$ cat src/rtl/los_pkg.sv
// Package: shared types for the loss-of-signal detector.
// Assumes: nothing beyond IEEE 1800-2017.
package los_pkg;

    // Link condition as seen by the recovery logic
    typedef enum logic {
        LINK_UP   = 1'b0,
        LINK_DOWN = 1'b1
    } link_state_e;

endpackage

$ cat src/rtl/los_cfg_window.sv
// Module: los_cfg_window
// Free-running window position counter, advanced by the bit strobe.
// It wraps every T strobes and holds the working copies of T and M.
// The working copies load at reset and on each window wrap.
// Assumes: win_len lies between 17 and 4095.
module los_cfg_window #(
    parameter int CNT_W = 12
) (
    input  logic             clk,
    input  logic             rst_n,
    input  logic             bit_en,
    input  logic [CNT_W-1:0] win_len,
    input  logic [CNT_W-1:0] ones_req,
    output logic [CNT_W-1:0] t_cfg,
    output logic [CNT_W-1:0] m_cfg,
    output logic             win_start,
    output logic             win_last
);

    logic [CNT_W-1:0] wpos;
    logic [CNT_W-1:0] t_last;

    // Position of the final bit of a window
    always_comb begin
        t_last    = t_cfg - CNT_W'(1);
        win_last  = (wpos >= t_last);
        win_start = (wpos == '0);
    end

    // Advance the window position and reload the configuration at the wrap
    always_ff @(posedge clk) begin
        if (!rst_n) begin
            wpos  <= '0;
            t_cfg <= win_len;
            m_cfg <= ones_req;
        end else if (bit_en) begin
            if (win_last) begin
                wpos  <= '0;
                t_cfg <= win_len;
                m_cfg <= ones_req;
            end else begin
                wpos <= wpos + CNT_W'(1);
            end
        end
    end

endmodule

$ cat src/rtl/los_zero_run.sv
// Module: los_zero_run
// Counts consecutive strobed zeros. The counter saturates at T.
// It flags the strobe on which the run reaches T.
// Assumes: t_cfg is nonzero.
module los_zero_run #(
    parameter int CNT_W = 12
) (
    input  logic             clk,
    input  logic             rst_n,
    input  logic             bit_en,
    input  logic             rx_bit,
    input  logic [CNT_W-1:0] t_cfg,
    output logic [CNT_W-1:0] zrun,
    output logic             loss_hit
);

    logic [CNT_W-1:0] zrun_next;

    // Next run length: restart on a one, hold once the run reaches T
    always_comb begin
        if (rx_bit)
            zrun_next = '0;
        else if (zrun >= t_cfg)
            zrun_next = zrun;
        else
            zrun_next = zrun + CNT_W'(1);
        loss_hit = bit_en && (zrun_next >= t_cfg);
    end

    // Store the run length on each strobe
    always_ff @(posedge clk) begin
        if (!rst_n)
            zrun <= '0;
        else if (bit_en)
            zrun <= zrun_next;
    end

endmodule

$ cat src/rtl/los_recovery.sv
// Module: los_recovery
// Holds the real loss state. It counts ones per window while the loss
// persists, and it declares recovery once M ones are seen in one window.
// Assumes: m_cfg >= 1. The count never exceeds T, so it fits CNT_W bits.
module los_recovery
    import los_pkg::*;
#(
    parameter int CNT_W = 12
) (
    input  logic             clk,
    input  logic             rst_n,
    input  logic             bit_en,
    input  logic             rx_bit,
    input  logic             loss_hit,
    input  logic             win_start,
    input  logic [CNT_W-1:0] m_cfg,
    output logic             link_lost
);

    link_state_e      state;
    logic [CNT_W-1:0] ones_cnt;
    logic [CNT_W-1:0] ones_sum;
    logic             ones_met;

    // Ones seen in the current window, this bit included
    always_comb begin
        ones_sum  = (win_start ? '0 : ones_cnt) + CNT_W'(rx_bit);
        ones_met  = (ones_sum >= m_cfg);
        link_lost = (state == LINK_DOWN);
    end

    // Loss state and ones count, updated on each strobe
    always_ff @(posedge clk) begin
        if (!rst_n) begin
            state    <= LINK_UP;
            ones_cnt <= '0;
        end else if (bit_en) begin
            case (state)
                LINK_UP: begin
                    ones_cnt <= '0;
                    if (loss_hit)
                        state <= LINK_DOWN;
                end
                default: begin
                    if (ones_met) begin
                        state    <= LINK_UP;
                        ones_cnt <= '0;
                    end else begin
                        ones_cnt <= ones_sum;
                    end
                end
            endcase
        end
    end

endmodule

$ cat src/rtl/los_irq_ctrl.sv
// Module: los_irq_ctrl
// Detects rising edges of the status and keeps the sticky interrupt flag.
// A rising edge wins over a clear in the same cycle. Runs every clock.
// Assumes: status is a registered-level signal from the same clock domain.
module los_irq_ctrl (
    input  logic clk,
    input  logic rst_n,
    input  logic status,
    input  logic irq_clr,
    input  logic irq_mask_en,
    output logic irq_flag,
    output logic irq_req
);

    logic status_d;
    logic status_rise;

    // Edge detect and request gating
    always_comb begin
        status_rise = status && !status_d;
        irq_req     = irq_flag && irq_mask_en;
    end

    // Delayed status and sticky flag with priority to a new edge
    always_ff @(posedge clk) begin
        if (!rst_n) begin
            status_d <= 1'b0;
            irq_flag <= 1'b0;
        end else begin
            status_d <= status;
            if (status_rise)
                irq_flag <= 1'b1;
            else if (irq_clr)
                irq_flag <= 1'b0;
        end
    end

endmodule

$ cat src/rtl/los_alarm_detector.sv
// Module: los_alarm_detector (top)
// Loss-of-signal alarm for a digital line. T consecutive zeros raise the alarm.
// M ones within one T-bit window clear it. Simulation forces the status on.
// Assumes: 16 < T < 4096 and M >= 1. Inputs are synchronous to clk.
module los_alarm_detector #(
    parameter int CNT_W = 12
) (
    input  logic             clk,
    input  logic             rst_n,
    input  logic             bit_en,
    input  logic             rx_bit,
    input  logic [CNT_W-1:0] win_len,
    input  logic [CNT_W-1:0] ones_req,
    input  logic             sim_en,
    input  logic             irq_clr,
    input  logic             irq_mask_en,
    output logic             los_status,
    output logic             irq_flag,
    output logic             irq_req
);

    logic [CNT_W-1:0] t_cfg;
    logic [CNT_W-1:0] m_cfg;
    logic [CNT_W-1:0] zrun;
    logic             win_start;
    logic             win_last;
    logic             loss_hit;
    logic             link_lost;

    los_cfg_window #(.CNT_W(CNT_W)) u_win (
        .clk       (clk),
        .rst_n     (rst_n),
        .bit_en    (bit_en),
        .win_len   (win_len),
        .ones_req  (ones_req),
        .t_cfg     (t_cfg),
        .m_cfg     (m_cfg),
        .win_start (win_start),
        .win_last  (win_last)
    );

    los_zero_run #(.CNT_W(CNT_W)) u_zero (
        .clk      (clk),
        .rst_n    (rst_n),
        .bit_en   (bit_en),
        .rx_bit   (rx_bit),
        .t_cfg    (t_cfg),
        .zrun     (zrun),
        .loss_hit (loss_hit)
    );

    los_recovery #(.CNT_W(CNT_W)) u_rec (
        .clk       (clk),
        .rst_n     (rst_n),
        .bit_en    (bit_en),
        .rx_bit    (rx_bit),
        .loss_hit  (loss_hit),
        .win_start (win_start),
        .m_cfg     (m_cfg),
        .link_lost (link_lost)
    );

    // Live status: real loss or simulated alarm
    always_comb los_status = link_lost || sim_en;

    los_irq_ctrl u_irq (
        .clk         (clk),
        .rst_n       (rst_n),
        .status      (los_status),
        .irq_clr     (irq_clr),
        .irq_mask_en (irq_mask_en),
        .irq_flag    (irq_flag),
        .irq_req     (irq_req)
    );

endmodule

$ cat config.mk
export PLATFORM = sky130hd
export DESIGN_NAME = los_alarm_detector
export DESIGN_NICKNAME = d
export VERILOG_FILES = /design/src/rtl/los_pkg.sv /design/src/rtl/los_cfg_window.sv /design/src/rtl/los_zero_run.sv /design/src/rtl/los_recovery.sv /design/src/rtl/los_irq_ctrl.sv /design/src/rtl/los_alarm_detector.sv
export SDC_FILE = /design/constraint.sdc
export NUM_CORES = 1
export LEC_CHECK = 0
export CAP_MARGIN = 20
export CELL_PAD_IN_SITES_DETAIL_PLACEMENT = 0
export CELL_PAD_IN_SITES_GLOBAL_PLACEMENT = 1
export CORE_MARGIN = 5
export CORE_UTILIZATION = 41
export DETAILED_ROUTE_END_ITERATION = 10
export GPL_ROUTABILITY_DRIVEN = 0
export GPL_TIMING_DRIVEN = 0
export PLACE_DENSITY = 0.78
export RECOVER_POWER = 50
export SYNTH_ARGS = -nofsm -noshare
export SYNTH_HDL_FRONTEND = slang
export SYNTH_HIERARCHICAL = 1
export SYNTH_SLANG_ARGS = --single-unit
export TNS_END_PERCENT = 10
$ cat constraint.sdc
create_clock -name clk -period 3.8 [get_ports clk]
set_clock_uncertainty 0.1 [all_clocks]
set_input_delay 0.76 -clock clk [delete_from_list [all_inputs] [get_ports clk]]
set_output_delay 0.76 -clock clk [all_outputs]
set_load 0.1 [all_outputs]
# Word-level counts from Yosys, hierarchy flattened

Index checks and enable logic that the tools add are counted.

Bits in registers: 63
Bits of input ports: 31

$add $sub $neg: 4
$lt $le $gt $ge: 4
Multiplexer cells: 17
Equal/unequal tests: 2
Reductions and logical operators: 8

Operators with widths:

| cell                                                | count |
|---|---|
| 2-to-1 mux 12 bit                                   | 12 |
| greater-or-equal comparator 12 bit                  | 4 |
| adder 12 x 1 -> 12 bit (second input constant)      | 2 |
| adder 12 x 1 -> 12 bit                              | 1 |
| zero test 12 bit                                    | 1 |
| subtractor 12 x 1 -> 12 bit (second input constant) | 1 |
| 2-to-1 mux 1 bit                                    | 5 |
| != test 2 x 1 -> 1 bit (second input constant)      | 2 |
| logical AND 1 bit                                   | 3 |
| AND reduction 2 bit                                 | 1 |
| nonzero test 2 bit                                  | 1 |
| zero test 1 bit                                     | 1 |
| logical OR 1 bit                                    | 1 |

# Longest topological paths before layout

Depth after elaboration: 7
Gate-level depth with buffers: 19
Mapped depth without buffers: 18

# By module

Netlist, hierarchy kept.

By module, submodules not included:

| module             | area each (um^2) | cells an instance | instances |
|---|---|---|---|
| los_cfg_window     | 1759.2           | 143               | 1 |
| los_zero_run       | 1421.4           | 183               | 1 |
| los_recovery       | 1108.6           | 136               | 1 |
| los_irq_ctrl       | 76.3             | 7                 | 1 |
| los_alarm_detector | 6.3              | 1                 | 1 |

# Least setup slack after synthesis

Ideal clock, no wire load.

Path kind: flip-flop to flip-flop
Start: reg u_win.wpos[0]
End: reg u_rec.ones_cnt[11]
Stages on the path, launching flop included: 19
Data arrival time: 3544 ps
Data required time: 3584 ps
Setup slack: 40 ps
Setup time: 116 ps
Cell sequence: dfxtp_1 > inv_1 > ha_1 > nor4b_1 > nand2_1 > nor4_1 > buf_6 > nor2b_1 > ha_1 > ha_1 > nand3_2 > nor4_2 > xnor2_1 > nor2_2 > ha_1 > nand4_1 > nor3_1 > a211oi_2 > a31o_2

Longest elaborated chain between the ends: 6

Ends and longest elaborated chain:

| item                               | line                     | text |
|---|---|---|
| from (decl)                        | los_cfg_window.sv:20     | `logic [CNT_W-1:0] wpos;` |
| from (signal assigned)             | los_cfg_window.sv:42     | `wpos <= wpos + CNT_W'(1);` |
| zero test 12 bit (*)               | los_cfg_window.sv:27     | `win_start = (wpos == '0);` |
| via win_start                      | los_alarm_detector.sv:25 | `logic win_start;` |
| 2-to-1 mux 12 bit (*)              | los_recovery.sv:27       | `ones_sum = (win_start ? '0 : ones_cnt) + CNT_W'(rx_bit);` |
| adder 12 x 1 -> 12 bit (*)         | los_recovery.sv:27       |  |
| greater-or-equal comparator 12 bit | los_recovery.sv:28       | `ones_met = (ones_sum >= m_cfg);` |
| 2-to-1 mux 12 bit (*)              | los_recovery.sv:45       | `if (ones_met) begin` |
| 2-to-1 mux 12 bit (*)              | los_recovery.sv:38       | `case (state)` |
| to (signal assigned)               | los_recovery.sv:49       | `ones_cnt <= ones_sum;` |
| to (decl)                          | los_recovery.sv:21       | `logic [CNT_W-1:0] ones_cnt;` |

The timed path passes the listed nets; every way through them passes the cells marked *.
A chain may end at the register's enable or synchronous reset.

# Worst setup path in the final report

Start: reg u_win.wpos[1]
End: reg u_rec.ones_cnt[0]

Same word-level chain as after synthesis.

==> results.cfg <==
[floorplan]
dieHeight_um = 113
initial_core_util_pct = 42.2
ios = 34
die-area_um2 = 12800
fp.coreArea_um2 = 10400
num_rows = 37
die_w_um = 113

[worst_setup_path]
cp.arrival_ns = 3.80
end_kind = flip-flop
cpMaxStageDelayCell = a211o_4
cp.required_ns = 3.98
cp_cell_sequence = inv_1, ha_2, nor4b_4, nand2_2, nor4_4, buf_6, nor2b_4, ha_4, ha_4, nand3_4, nor3_4, nand3_2, mux2i_2, ha_1, nand4_1, nor3_4, buf_4, a211o_4, o21ai_0
critical-path-max-stage-delay_ns = 0.36
cp.buffers_inverters = 3
cpLargestDelayFamily = simple AND/OR/NAND/NOR gates
crit_path_start_kind = flip-flop
path_class = reg2reg
reg2reg_slack_ns = 0.18
critical_path.max_fanout = 10

[clock_tree]
tritoncts = done
htreeDepth = 3
numCtsBuffers = 9
clkTransAtPathRegs_ns = 0.09
root_buffer = clkbuf_8
clk_path_buf_depth = 2
hold_buffers = 0
clock-sinks = 63
clk_latency_ns = 0.35

[cells_and_area]
post-route-util_pct = 53.0
syn_to_final_growth_pct = 25.7
fill_cells = 976
final_common_cell = ha_1
layout_common_cells = ha_1 (48), dfxtp_1 (35), nor2_1 (33)
multi_input_area_um2 = 2920
stdcell_area_um2 = 5500
layout-drive-gt1-share_pct = 18.6
regArea_um2 = 1510
nets = 617
num_antenna_cells = 0

[power]
p_per_area_nw_per_um2 = 283
p_sw_share_pct = 27.9
power.total_w = 0.00155
intPower_w = 0.00112
seq_power_share_pct = 47.2
ir_drop_uv = 159
p_comb_share_pct = 13.1
power.switching_w = 0.000433
clockPowerShare_pct = 39.7
power_leakage_nw = 2.24

[route]
drt-initial-drc-count = 152
vias = 3627
drc = 0
antenna_left = 0
routed_wl_mm = 10.0
dr.pass1.iters = 4
drt-wirelength-per-cell_um = 14.9
via_per_inst = 5.39

[timing]
report.final.slew_viol_count = 0
finalSetupTns_ns = 0
setup_viol = 0
rsz0062_at_grt = true
tightest_slew_ns = 0.979
min_period_ns = 3.62
slew_headroom_pct = 34.5
hold_viol = 0
fmax_ghz = 0.276
fin_crit_sh_pct = 95.3

[synthesis]
ys_ff_latch = 63
avgSynthCellArea_um2 = 9.30
synthArstFlopShare_pct = 0
synth_edf_count = 24
netlist_instances = 470
synth_top_area_cell = dfxtp_1
synth_cell_type_count = 62
yosysSeqAreaShare_pct = 34.3
netlist.area_leader.share_pct = 17.9
yosysWarnings = 6
synthTopCellsByArea = dfxtp_1 (18%), edfxtp_1 (16%), ha_1 (15%)
ys.flop_type = dfxtp_1
synth_nets = 555
synth_area_um2 = 4370

[global_route]
grt_overflow = 0
grt_start_max_net_pins = 34
grt_usage_pct = 15.7
grt_pass1_wl_mm = 16.3
antenna_found_initial = 0
first_global_vias = 3496

[min_path]
hp-class = reg2reg

[placed_design]
place_area_um2 = 4870
dp_hpwl_mm = 7.10
io_buffers = 33

[run_status]
status = finished, final reports clean

[job]
maxCapViolations = 0
worst paths after layout:
path	start	endpoint	cells past startpoint
worst max-delay path	u_win/wpos[1]	u_rec/ones_cnt[0]	19
worst min-delay path	u_irq/status_d	u_irq/irq_flag	2
worst max register to register	u_win/wpos[1]	u_rec/ones_cnt[0]	19
worst min register to register	u_irq/status_d	u_irq/irq_flag	2
area by class of cell:
| type | instances | share of cell area [%] |
|---|---|---|
| Inverter | 33 | 2.25 |
| Tap cell | 136 | 3.10 |
| Multi-Input combinational cell | 362 | 53.2 |
| Timing Repair Buffer | 52 | 9.08 |
| Buffer | 11 | 1.32 |
| Clock inverter | 7 | 1.41 |
| Sequential cell | 63 | 27.4 |
| Clock buffer | 9 | 2.25 |
cell families after synthesis:
| logic type | count (synthesis) | share of synthesized area (%) |
|---|---|---|
| DFF | 63 | 34.3 |
| AOI/OAI and AO/OA | 82 | 12.7 |
| xor gates and xnor gates | 38 | 7.61 |
| buffers and inverters | 45 | 4.38 |
| and+or+nand+nor | 185 | 24.7 |
| adders and majority gates | 54 | 15.5 |
| muxes | 3 | 0.773 |
flip-flops by register name (all words and copies together) (netlist names):
name / cells
u_irq/status_d: 1
u_irq/irq_flag: 1
u_zero/zrun: 12
u_win/t_cfg: 12
u_rec/ones_cnt: 12
u_rec/link_lost: 1
u_win/wpos: 12
u_win/m_cfg: 12
metal layers:
metal	track usage [%]	vias to the layer above	wire length (µm)
li1	-	1826	-
met1	20.5	1732	4780
met2	25.6	58	4760
met3	3.69	11	356
met4	4.97	0	146
met5	0	-	0
stage by stage:
| step | instances | hold WS [ns] | worst slack, ns |
|---|---|---|---|
| 2_1_floorplan | 470 | 0.345 | 0.0396 |
| 3_3_place_gp | 639 | 0.358 | -0.745 |
| 3_5_place_dp | 639 | 0.377 | -0.768 |
| 4_1_cts | 665 | 0.384 | -0.00821 |
| 5_1_grt | 673 | 0.413 | -0.0878 |
| 6_report | 673 | 0.377 | 0.179 |
worst reg2reg max path, stage by stage, from the launching register on:
cell	delay, ns
dfxtp_2	0.34
inv_1	0.09
ha_2	0.19
nor4b_4	0.20
nand2_2	0.11
nor4_4	0.22
buf_6	0.21
nor2b_4	0.06
ha_4	0.17
ha_4	0.17
nand3_4	0.12
nor3_4	0.07
nand3_2	0.09
mux2i_2	0.24
ha_1	0.27
nand4_1	0.18
nor3_4	0.09
buf_4	0.14
a211o_4	0.37
o21ai_0	0.16
cell usage after synthesis, drive strengths merged (14+ instances only):
| master | number |
|---|---|
| a21oi | 21 |
| dfxtp | 39 |
| edfxtp | 24 |
| ha | 54 |
| inv | 33 |
| nand2 | 32 |
| nand3 | 25 |
| nor2 | 36 |
| o21ai | 27 |
| xnor2 | 14 |
| xor2 | 24 |
power groups by stage:
| stage | Clock, W | Combinational [W] | Sequential, W |
|---|---|---|---|
| floorplan | 0 | 0.000101 | 0.000753 |
| global placement | 0 | 0.000173 | 0.000752 |
| detailed placement | 0 | 0.000176 | 0.000752 |
| CTS | 0.000627 | 0.000197 | 0.000734 |
| global route | 0.000664 | 0.000226 | 0.000736 |
| finish | 0.000617 | 0.000204 | 0.000733 |
timing repair:
item | in CTS | in global routing
pin swaps | 5 | 19
endpoints found under the hold margin | 0 | 0
setup buffers | 11 | 7
setup endpoints to repair | 13 | 13
gates resized for setup | 21 | 41
Note: power is estimated with default switching activity, not from simulation.
